File: src/rtl/usq_pkg.sv
package usq_pkg;

    localparam int UA_W   = 4;
    localparam int OP_W   = 6;
    localparam int RN_W   = 5;
    localparam int IMM_W  = 16;
    localparam int OP_LSB = 26;
    localparam int RD_LSB = 21;
    localparam int S1_LSB = 16;
    localparam int S2_LSB = 11;

    localparam logic [OP_W-1:0] OPC_ADD = OP_W'(0);
    localparam logic [OP_W-1:0] OPC_SUB = OP_W'(1);
    localparam logic [OP_W-1:0] OPC_BRZ = OP_W'(2);
    localparam logic [OP_W-1:0] OPC_LDI = OP_W'(3);

    localparam logic [UA_W-1:0] UA_FETCH  = UA_W'(0);
    localparam logic [UA_W-1:0] UA_ADD    = UA_W'(3);
    localparam logic [UA_W-1:0] UA_SUB    = UA_W'(6);
    localparam logic [UA_W-1:0] UA_BRZ    = UA_W'(9);
    localparam logic [UA_W-1:0] UA_BRZ_NT = UA_W'(10);
    localparam logic [UA_W-1:0] UA_BRZ_T  = UA_W'(11);
    localparam logic [UA_W-1:0] UA_LDI    = UA_W'(12);

    typedef enum logic [1:0] {NX_STEP, NX_DISPATCH, NX_IFZERO, NX_REFETCH} nxt_e;
    typedef enum logic [1:0] {FN_INC4, FN_ADD, FN_SUB} alu_e;
    typedef enum logic [1:0] {RS_NONE, RS_SRC1, RS_SRC2, RS_DEST} rsel_e;

    typedef struct packed {
        logic  pc_ld;
        logic  pc_drv;
        logic  pc_maddr;
        logic  ir_drv;
        logic  ir_memld;
        logic  a_ld;
        logic  c_ld;
        logic  c_drv;
        logic  rd_req;
        rsel_e rsel;
        logic  r_ld;
        alu_e  fn;
    } ctl_t;

    typedef struct packed {
        nxt_e            nxt;
        logic [UA_W-1:0] jump;
    } seqf_t;

    typedef struct packed {
        ctl_t  ctl;
        seqf_t seq;
    } uword_t;

    function automatic logic [UA_W-1:0] route(input logic [OP_W-1:0] op);
        case (op)
            OPC_ADD: route = UA_ADD;
            OPC_SUB: route = UA_SUB;
            OPC_BRZ: route = UA_BRZ;
            OPC_LDI: route = UA_LDI;
            default: route = UA_FETCH;
        endcase
    endfunction

endpackage

File: src/rtl/usq_store.sv
module usq_store
    import usq_pkg::*;
(
    input  logic [UA_W-1:0] upc,
    output uword_t          word
);

    function automatic uword_t arith_step(input int unsigned k, input alu_e f);
        uword_t w;
        w = '0;
        case (k)
            0: begin
                w.ctl.rsel = RS_SRC1;
                w.ctl.a_ld = 1'b1;
            end
            1: begin
                w.ctl.rsel = RS_SRC2;
                w.ctl.fn   = f;
                w.ctl.c_ld = 1'b1;
            end
            default: begin
                w.ctl.c_drv = 1'b1;
                w.ctl.rsel  = RS_DEST;
                w.ctl.r_ld  = 1'b1;
                w.seq.nxt   = NX_REFETCH;
            end
        endcase
        return w;
    endfunction

    always_comb begin
        word = '0;
        case (upc)
            UA_FETCH: begin
                word.ctl.pc_maddr = 1'b1;
                word.ctl.rd_req   = 1'b1;
                word.ctl.pc_drv   = 1'b1;
                word.ctl.fn       = FN_INC4;
                word.ctl.c_ld     = 1'b1;
            end
            UA_FETCH + UA_W'(1): begin
                word.ctl.rd_req = 1'b1;
                word.ctl.c_drv  = 1'b1;
                word.ctl.pc_ld  = 1'b1;
            end
            UA_FETCH + UA_W'(2): begin
                word.ctl.rd_req   = 1'b1;
                word.ctl.ir_memld = 1'b1;
                word.seq.nxt      = NX_DISPATCH;
            end
            UA_ADD:              word = arith_step(0, FN_ADD);
            UA_ADD + UA_W'(1):   word = arith_step(1, FN_ADD);
            UA_ADD + UA_W'(2):   word = arith_step(2, FN_ADD);
            UA_SUB:              word = arith_step(0, FN_SUB);
            UA_SUB + UA_W'(1):   word = arith_step(1, FN_SUB);
            UA_SUB + UA_W'(2):   word = arith_step(2, FN_SUB);
            UA_BRZ: begin
                word.seq.nxt  = NX_IFZERO;
                word.seq.jump = UA_BRZ_T;
            end
            UA_BRZ_NT: word.seq.nxt = NX_REFETCH;
            UA_BRZ_T: begin
                word.ctl.ir_drv = 1'b1;
                word.ctl.pc_ld  = 1'b1;
                word.seq.nxt    = NX_REFETCH;
            end
            UA_LDI: begin
                word.ctl.ir_drv = 1'b1;
                word.ctl.rsel   = RS_DEST;
                word.ctl.r_ld   = 1'b1;
                word.seq.nxt    = NX_REFETCH;
            end
            default: word.seq.nxt = NX_REFETCH;
        endcase
    end

endmodule

File: src/rtl/usq_seq.sv
module usq_seq
    import usq_pkg::*;
(
    input  logic            clk,
    input  logic            rst_n,
    input  seqf_t           seq,
    input  logic [OP_W-1:0] opcode,
    input  logic            zero,
    output logic [UA_W-1:0] upc,
    output logic            retire
);

    typedef struct packed {
        logic [UA_W-1:0] upc;
        logic            retire;
    } st_t;

    st_t st_d, st_q;

    always_comb begin
        st_d = st_q;
        case (seq.nxt)
            NX_STEP:     st_d.upc = st_q.upc + UA_W'(1);
            NX_DISPATCH: st_d.upc = route(opcode);
            NX_IFZERO:   st_d.upc = zero ? seq.jump : st_q.upc + UA_W'(1);
            default:     st_d.upc = UA_FETCH;
        endcase
        st_d.retire = (st_d.upc == UA_FETCH);
    end

    always_ff @(posedge clk) begin
        if (!rst_n) st_q <= '0;
        else        st_q <= st_d;
    end

    assign upc    = st_q.upc;
    assign retire = st_q.retire;

endmodule

File: src/rtl/usq_datapath.sv
module usq_datapath
    import usq_pkg::*;
#(
    parameter int XLEN = 32,
    parameter int NREG = 32
) (
    input  logic            clk,
    input  logic            rst_n,
    input  ctl_t            ctl,
    input  logic [XLEN-1:0] mem_rdata,
    input  logic [RN_W-1:0] peek_idx,
    output logic [XLEN-1:0] pc,
    output logic [XLEN-1:0] mar,
    output logic [OP_W-1:0] opcode,
    output logic            zero,
    output logic [XLEN-1:0] peek_val
);

    typedef struct packed {
        logic [NREG-1:0][XLEN-1:0] gpr;
        logic [XLEN-1:0]           pc;
        logic [XLEN-1:0]           ir;
        logic [XLEN-1:0]           mar;
        logic [XLEN-1:0]           a;
        logic [XLEN-1:0]           c;
        logic                      z;
    } dp_t;

    dp_t dp_d, dp_q;

    logic [RN_W-1:0] ridx;
    logic [XLEN-1:0] bus;
    logic [XLEN-1:0] alu_y;
    logic [NREG-1:0] wr_en;

    always_comb begin
        case (ctl.rsel)
            RS_SRC1: ridx = dp_q.ir[S1_LSB +: RN_W];
            RS_SRC2: ridx = dp_q.ir[S2_LSB +: RN_W];
            default: ridx = dp_q.ir[RD_LSB +: RN_W];
        endcase
    end

    for (genvar g = 0; g < NREG; g++) begin : g_wen
        assign wr_en[g] = (ctl.rsel != RS_NONE) && ctl.r_ld && (ridx == RN_W'(g));
    end

    always_comb begin
        bus = '0;
        if (ctl.rsel != RS_NONE && !ctl.r_ld) bus = dp_q.gpr[ridx];
        if (ctl.pc_drv) bus = dp_q.pc;
        if (ctl.c_drv)  bus = dp_q.c;
        if (ctl.ir_drv) bus = {{(XLEN-IMM_W){1'b0}}, dp_q.ir[IMM_W-1:0]};
    end

    always_comb begin
        case (ctl.fn)
            FN_ADD:  alu_y = dp_q.a + bus;
            FN_SUB:  alu_y = dp_q.a - bus;
            default: alu_y = bus + XLEN'(4);
        endcase
    end

    always_comb begin
        dp_d = dp_q;
        if (ctl.pc_maddr) dp_d.mar = dp_q.pc;
        if (ctl.pc_ld)    dp_d.pc  = bus;
        if (ctl.ir_memld) dp_d.ir  = mem_rdata;
        if (ctl.a_ld)     dp_d.a   = bus;
        if (ctl.c_ld) begin
            dp_d.c = alu_y;
            if (ctl.fn != FN_INC4) dp_d.z = (alu_y == '0);
        end
        for (int i = 0; i < NREG; i++) begin
            if (wr_en[i]) dp_d.gpr[i] = bus;
        end
    end

    always_ff @(posedge clk) begin
        if (!rst_n) dp_q <= '0;
        else        dp_q <= dp_d;
    end

    assign pc       = dp_q.pc;
    assign mar      = dp_q.mar;
    assign zero     = dp_q.z;
    assign opcode   = dp_d.ir[OP_LSB +: OP_W];
    assign peek_val = dp_q.gpr[peek_idx];

endmodule

File: src/rtl/ucode_bus_ctrl.sv
module ucode_bus_ctrl
    import usq_pkg::*;
#(
    parameter int XLEN = 32,
    parameter int NREG = 32
) (
    input  logic            clk,
    input  logic            rst_n,
    output logic            mem_rd,
    output logic [XLEN-1:0] mem_addr,
    input  logic [XLEN-1:0] mem_rdata,
    input  logic [RN_W-1:0] peek_idx,
    output logic [XLEN-1:0] peek_val,
    output logic [XLEN-1:0] pc_out,
    output logic [UA_W-1:0] uaddr,
    output logic            retire
);

    uword_t          word;
    logic [OP_W-1:0] opcode;
    logic            zero;

    usq_store i_store (
        .upc  (uaddr),
        .word (word)
    );

    usq_seq i_seq (
        .clk    (clk),
        .rst_n  (rst_n),
        .seq    (word.seq),
        .opcode (opcode),
        .zero   (zero),
        .upc    (uaddr),
        .retire (retire)
    );

    usq_datapath #(.XLEN(XLEN), .NREG(NREG)) i_dp (
        .clk       (clk),
        .rst_n     (rst_n),
        .ctl       (word.ctl),
        .mem_rdata (mem_rdata),
        .peek_idx  (peek_idx),
        .pc        (pc_out),
        .mar       (mem_addr),
        .opcode    (opcode),
        .zero      (zero),
        .peek_val  (peek_val)
    );

    assign mem_rd = word.ctl.rd_req;

endmodule

File: config.mk
export PLATFORM = sky130hd
export DESIGN_NAME = ucode_bus_ctrl
export DESIGN_NICKNAME = d
export VERILOG_FILES = /design/src/rtl/usq_pkg.sv /design/src/rtl/usq_store.sv /design/src/rtl/usq_seq.sv /design/src/rtl/usq_datapath.sv /design/src/rtl/ucode_bus_ctrl.sv
export SDC_FILE = /design/constraint.sdc
export NUM_CORES = 2
export LEC_CHECK = 0
export ABC_CLOCK_PERIOD_IN_PS = 24900
export BUFFER_PORTS_ARGS = -buffer_cell sky130_fd_sc_hd__buf_4
export CAP_MARGIN = 20
export CORE_ASPECT_RATIO = 1.25
export CORE_UTILIZATION = 35
export DETAILED_ROUTE_END_ITERATION = 7
export GPL_ROUTABILITY_DRIVEN = 1
export HOLD_SLACK_MARGIN = 0.03
export PLACE_DENSITY_LB_ADDON = 0.15
export REMOVE_ABC_BUFFERS = 1
export SLEW_MARGIN = 20
export SYNTH_ARGS = -nofsm -noshare
export SYNTH_HDL_FRONTEND = slang
export SYNTH_HIERARCHICAL = 1
export SYNTH_SLANG_ARGS = --single-unit
File: constraint.sdc
create_clock -name clk -period 24.9 [get_ports clk]
set_clock_uncertainty 0.2 [all_clocks]
set_input_delay 1.245 -clock clk [delete_from_list [all_inputs] [get_ports clk]]
set_output_delay 1.245 -clock clk [all_outputs]
set_load 0.05 [all_outputs]
# [Word level (Yosys, flattened, before mapping)]
# Cells that the tools add are included.
[word_totals] output_inout_bits=102 inputBits=39 reg_bits=1190
[classes] magnitude_cmp=2 add_sub_neg=4 muxes=26 n_eq_ne=51 n_reduce_logical=53
[ops] operator="32-bit binary-select mux with 5-bit select" n=2
[ops] operator="32-bit 2-to-1 mux" n=7
[ops] operator="5-bit == test, second input constant" n=16
[ops] operator="32-bit case mux with 2 select lines" n=1
[ops] operator="5-bit by 4-bit == test with 1-bit output, second input constant" n=8
[ops] operator="1-bit logical AND" n=34
[ops] operator="32-bit by 3-bit adder with 32-bit output, second input constant" n=1
[ops] operator="32-bit adder" n=1
[ops] operator="32-bit logical NOT" n=1
[ops] operator="32-bit subtractor" n=1
[ops] operator="5-bit by 3-bit == test with 1-bit output, second input constant" n=4
[ops] operator="4-bit by 3-bit == test with 1-bit output, second input constant" n=4
[ops] operator="4-bit == test, second input constant" n=4
[ops] operator="4-bit case mux with 4 select lines" n=1
[ops] operator="6-bit by 2-bit == test with 1-bit output, second input constant" n=2
[ops] operator="5-bit by 6-bit less-than comparator with 1-bit output, second input constant" n=2
[ops] operator="4-bit case mux with 3 select lines" n=1
[ops] operator="3-bit OR reduction" n=4
[ops] operator="5-bit by 2-bit == test with 1-bit output, second input constant" n=2
[ops] operator="5-bit case mux with 2 select lines" n=1
[ops] operator="3-bit case mux with 3 select lines" n=1
[ops] operator="4-bit by 2-bit == test with 1-bit output, second input constant" n=2
[ops] operator="4-bit logical NOT" n=2
[ops] operator="4-bit 2-to-1 mux" n=2
[ops] operator="other kinds (18)" n=32

# [Longest topological paths before layout]
[depth] ltp_word=14 depth_mapped=47 ltp_nobuf=35

# [Modules after synthesis]
# Netlist, hierarchy kept.
[modules_own_cells] mod="usq_datapath" seq_area_each_um2=23722.8 instances=1 area_per_inst_um2=63108.0 cells_per_inst=7346
[modules_own_cells] mod="usq_seq" seq_area_each_um2=100.1 instances=1 area_per_inst_um2=326.6 cells_per_inst=35
[modules_own_cells] mod="usq_store" seq_area_each_um2=0.0 instances=1 area_per_inst_um2=300.3 cells_per_inst=44

# [Worst setup path after synthesis]
# Ideal clock, no wire load.
[synth_timing] kind="register -> register" start="register i_seq.st_q (netlist bit i_seq/upc[3])" end="register i_dp.dp_q (netlist bit i_dp/zero)" setup_slack_ns=15.403 n_path_buf=12 setup_time_ns=0.060 arrival_time_ns=9.237 stages_incl_launch_ff=47 period_less_slack_ns=9.497 required_ns=24.640 cell_sequence="dfxtp_1 -> buf_2 -> nor2_1 -> and2_1 -> a211oi_2 -> inv_1 -> ha_1 -> buf_4 -> nor2_1 -> a21oi_4 -> buf_4 -> buf_4 -> buf_4 -> buf_2 -> buf_2 -> buf_2 -> buf_2 -> buf_1 -> [11 not listed] -> xnor2_1 -> ha_1 -> clkbuf_1 -> nand4_1 -> a21oi_1 -> o211ai_1 -> o311ai_0 -> a211oi_1 -> or4_1 -> a21oi_1 -> nor2_1 -> mux2_2 -> o311ai_0 -> nor3_1 -> nand2_1 -> or4b_1 -> a2111oi_0 -> a31o_1"
[synth_lines] element="start, declared" line="usq_seq.sv:18" rtl="st_t st_d, st_q;"
[synth_lines] element="start signal, assigned" line="usq_seq.sv:33" rtl="else st_q <= st_d;"
[synth_lines] element="end signal, assigned" line="usq_datapath.sv:81" rtl="else dp_q <= dp_d;"
[synth_lines] element="end, declared" line="usq_datapath.sv:29" rtl="dp_t dp_d, dp_q;"

==> impl.org <==
** Outcome
- The run finished, with violations left.
- Failing checks :: DRC

** Hold path
- The min-delay analysis places its worst path in the category flip-flop to flip-flop.

** Clock tree
- The clock passes through at most 3 buffers.
- In this run, CTS created clock tree buffers numbering 138.
- Clock-pin slew was measured on the worst setup and hold paths at around 0.060 ns.
- After clock tree synthesis, the repair step resized 0 gates.
- Number of buffers added to fix hold violations after cts :: 0
- Clock tree from TritonCTS :: yes
- H-Tree Level Count :: 4
- The tree is rooted in a clkbuf_16.
- In this run the post-CTS setup repair buffer count came out at 0.
- Counting every sink on the clock net gives about 1200.
- Skew-Pair Late Insertion Delay :: 0.81 ns

** GRT
- Entering global routing, the biggest net connects 139 pins.
- Initial antenna violation count :: 15
- In the global route stage, overall resource usage came out at 30.0%.
- Wire length of the first global-routing pass :: 405000 um
- Aggregate global routing overflow :: 0
- The via count of the first global-routing pass came to approximately 55000.

** Pwr
- Worst voltage drop across the vdd grid :: 0.125 mV
- Clock Power Share :: 26.3%
- Internal :: 4270 uW
- Register share of total power :: about a quarter
- Net switching is 48.1% of the power.
- For this design the ratio of total power to cell area is approximately 120 nW/um^2.
- Net Switching :: around 4000 uW
- In this run the static leakage power is 0.0241 uW.
- Combinational cell fraction of total power :: between 40% and 50%

** Floorplan
- 141 I/O pins were placed.
- The initialized floorplan defines ~170 standard-cell rows.
- The total area inside the core boundary comes to 180000 um^2.
- Total Die Area :: 184000 um^2
- In this run the vertical extent of the chip is 479 um.
- The initial utilization of the core area, before any placement, comes to between 30% and 40%.
- Die X :: 384 um

** Timing
- Worst Setup Slack, final :: 12.45 ns
- Setup repair after global routing left no endpoint under its margin.
- Highest attainable clock frequency :: around 80 MHz
- Dividing the final minimum period by the clock period gives 50.0%.
- Number of slew-limit violations in the final report :: 0
- Sum of negative setup slack :: 0 ns
- Final Setup Violations :: 0
- Rel. slew slack :: 19.1%
- Final critical-path required period :: 12.45 ns
- Slew at the pin closest to its max-slew limit :: 1.20 ns
- Final hold violation count :: 0

** Finish
- Leaving out fill and tap cells, the most frequent cells in the layout are 1263 x nand2_1, 1190 x dfxtp_1, 1047 x nor2_1.
- Layout cells sized above 1 :: 15.3%
- After filler insertion, the fill cell instance count of the layout stands at around 18000.
- In the final design database the tool counted 7152 nets.
- Most common cell after layout, fill and taps aside :: nand2_1
- Area delta synth->final :: 11.4%
- The multi-input combinational cells in the finished layout cover a total of 36600 um^2.
- Registers take 23800 um^2.

** Setup path
- Data on the critical path arrives at its endpoint at 13.00 ns.
- The cell that appears most often on the critical path is nor2_1.
- Critical path's slowest cell :: a211oi_1
- Max incr delay on CP :: 0.95 ns
- STA classifies the critical path startpoint as a flip-flop.
- STA puts the critical path data required time at 25.45 ns.
- Critical Path Sink Type :: flip-flop
- The critical path is of the flip-flop to flip-flop type.
- Maximum fanout encountered on the critical timing path :: 104

** Synthesis
- Count of warnings emitted by yosys :: 6
- The average instance in the mapped netlist occupies 8.58 um^2.
- In this run, distinct cell masters in the synthesized netlist total 101.
- The mapped netlist covers 63700 um^2.
- #FFs+latches synth :: 1190
- Yosys mapped a number of flops with a built-in enable equal to 0.
- The biggest area contributor in the post-synthesis netlist is dfxtp_1.
- Sequential area share after synthesis :: 37.4%
- Gate Count Post-Synth :: between 7000 and 8000
- The most used flip-flop cell after synthesis is dfxtp_1.
- Of the post-synthesis cell area, the dominant cell type holds between 30 and 40%.
- Cell types occupying the most area after synthesis :: dfxtp_1 37%, mux4_2 12%, a211oi_1 8.0%, nand2_1 7.4%, nor2_1 6.4%
- Of all flip-flops after synthesis, the portion carrying an async set or reset was 0%.

** Detailed routing
- Using the TritonRoute via totals, the vias-per-cell ratio works out to 6.07.
- Antenna-violating nets left :: 0
- For this run, design rule violations remaining after detail routing come to 12.
- First DRT Iteration DRCs :: 6843
- After detailed routing, the average wire length per cell comes to 29.6 um.
- The first detailed-routing pass ran for 8 iterations.
- The detailed router placed 58000 vias in this run.
- Total wire length after detailed routing :: 283000 um

** Placement
- Estimated wirelength of the detail-placed design :: 170000 um
- Place WS :: 12.76 ns
- Port buffering added 140 buffers.
- The congestion estimate from routability-driven global placement came to 0.931.

** Flow run
- The tool flagged a number of max-cap violations equal to 0.
## path summary, 6_finish.rpt
kind                                  endpoint  cells after the start  slack (ns)           start
worst min register to register  i_dp/dp_q[742]                      2        0.27  i_dp/dp_q[742]
worst max register to register       i_dp/zero                     36       12.45    i_seq/upc[3]
worst min-delay path            i_dp/dp_q[742]                      2        0.27  i_dp/dp_q[742]
worst max-delay path                 i_dp/zero                     36       12.45    i_seq/upc[3]
## worst max-delay path, delay by kind of cell (launching register included)
family,cells,cell delay [ns]
adders and majority gates,2,1.10
DFF,1,0.82
xor gates and xnor gates,1,0.16
muxes,3,0.65
and+or+nand+nor,14,3.02
buffers and inverters,5,2.52
AOI/OAI and AO/OA,11,3.54
## metrics by stage
stage               std cells  instance area (um^2)  hold WS, ns  total power (uW)  util, %
CTS                      9559                 71000        0.269              8150     39.4
global placement         9307                 66200        0.253              5970     36.7
finish                   9562                 71000        0.268              8220     39.4
global route             9560                 71000        0.282              8470     39.4
detailed placement       9307                 66200        0.261              5980     36.7
floorplan                6601                 60100        0.241              4440        -
## state kept, by name (all words and copies together), names as in the netlist
name,flops
i_dp/dp_q,1120
i_dp/mar,32
i_dp/pc,32
i_dp/zero,1
i_seq/retire,1
i_seq/upc,4
## cells in the mapped netlist (42+ instances only)
library cell and instances:
dfxtp_1 1190, nand2_1 1264, o211a_1 66, o21ai_0 51, a21oi_1 660, a211oi_1 682
nand3_1 143, mux2i_1 322, a311oi_1 48, clkbuf_1 540, buf_4 110, mux2_2 72
nor2_1 1087, mux4_2 349, buf_1 86, a31oi_1 42, inv_1 56, buf_2 78
## power groups by stage
stage               combinational, uW  clock, uW  sequential (uW)
finish                           4020       2170             2040
global route                     4150       2270             2050
CTS                              3910       2210             2040
detailed placement               3890          0             2080
global placement                 3880          0             2080
floorplan                        2290          0             2150
## per-layer routing
layer	up-vias	share of wire, %	global-route usage (%)
li1	25800	-	-
met1	28600	40	39.2
met2	2949	46	47.8
met3	680	9.1	6.32
met4	10	4.6	12.6
met5	-	0.038	0
## final cells by class
cell class / instances / area share [%]
diodes: 3 / 0.0106
repair buffers: 330 / 3.64
inverters: 58 / 0.319
clock inverters: 61 / 1.06
multi-input cells: 5353 / 51.6
well taps: 2376 / 4.19
clock buffers: 191 / 5.63
flip-flops and latches: 1190 / 33.5
## cells by family (layout without fill, tap and decap cells)
group           count (synthesis)  count (layout)  share of synthesized area, %
xor+xnor                       69              69                         0.948
mux                           743             743                          18.7
other cells                     1               4                       0.00588
flops                        1190            1190                          37.4
compound gates               1767            1767                          18.6
buf+inv                       882             640                          6.11
simple gates                 2731            2731                          17.5
fa+ha+maj                      42              42                         0.836
Power figures use the tool's default switching activity.
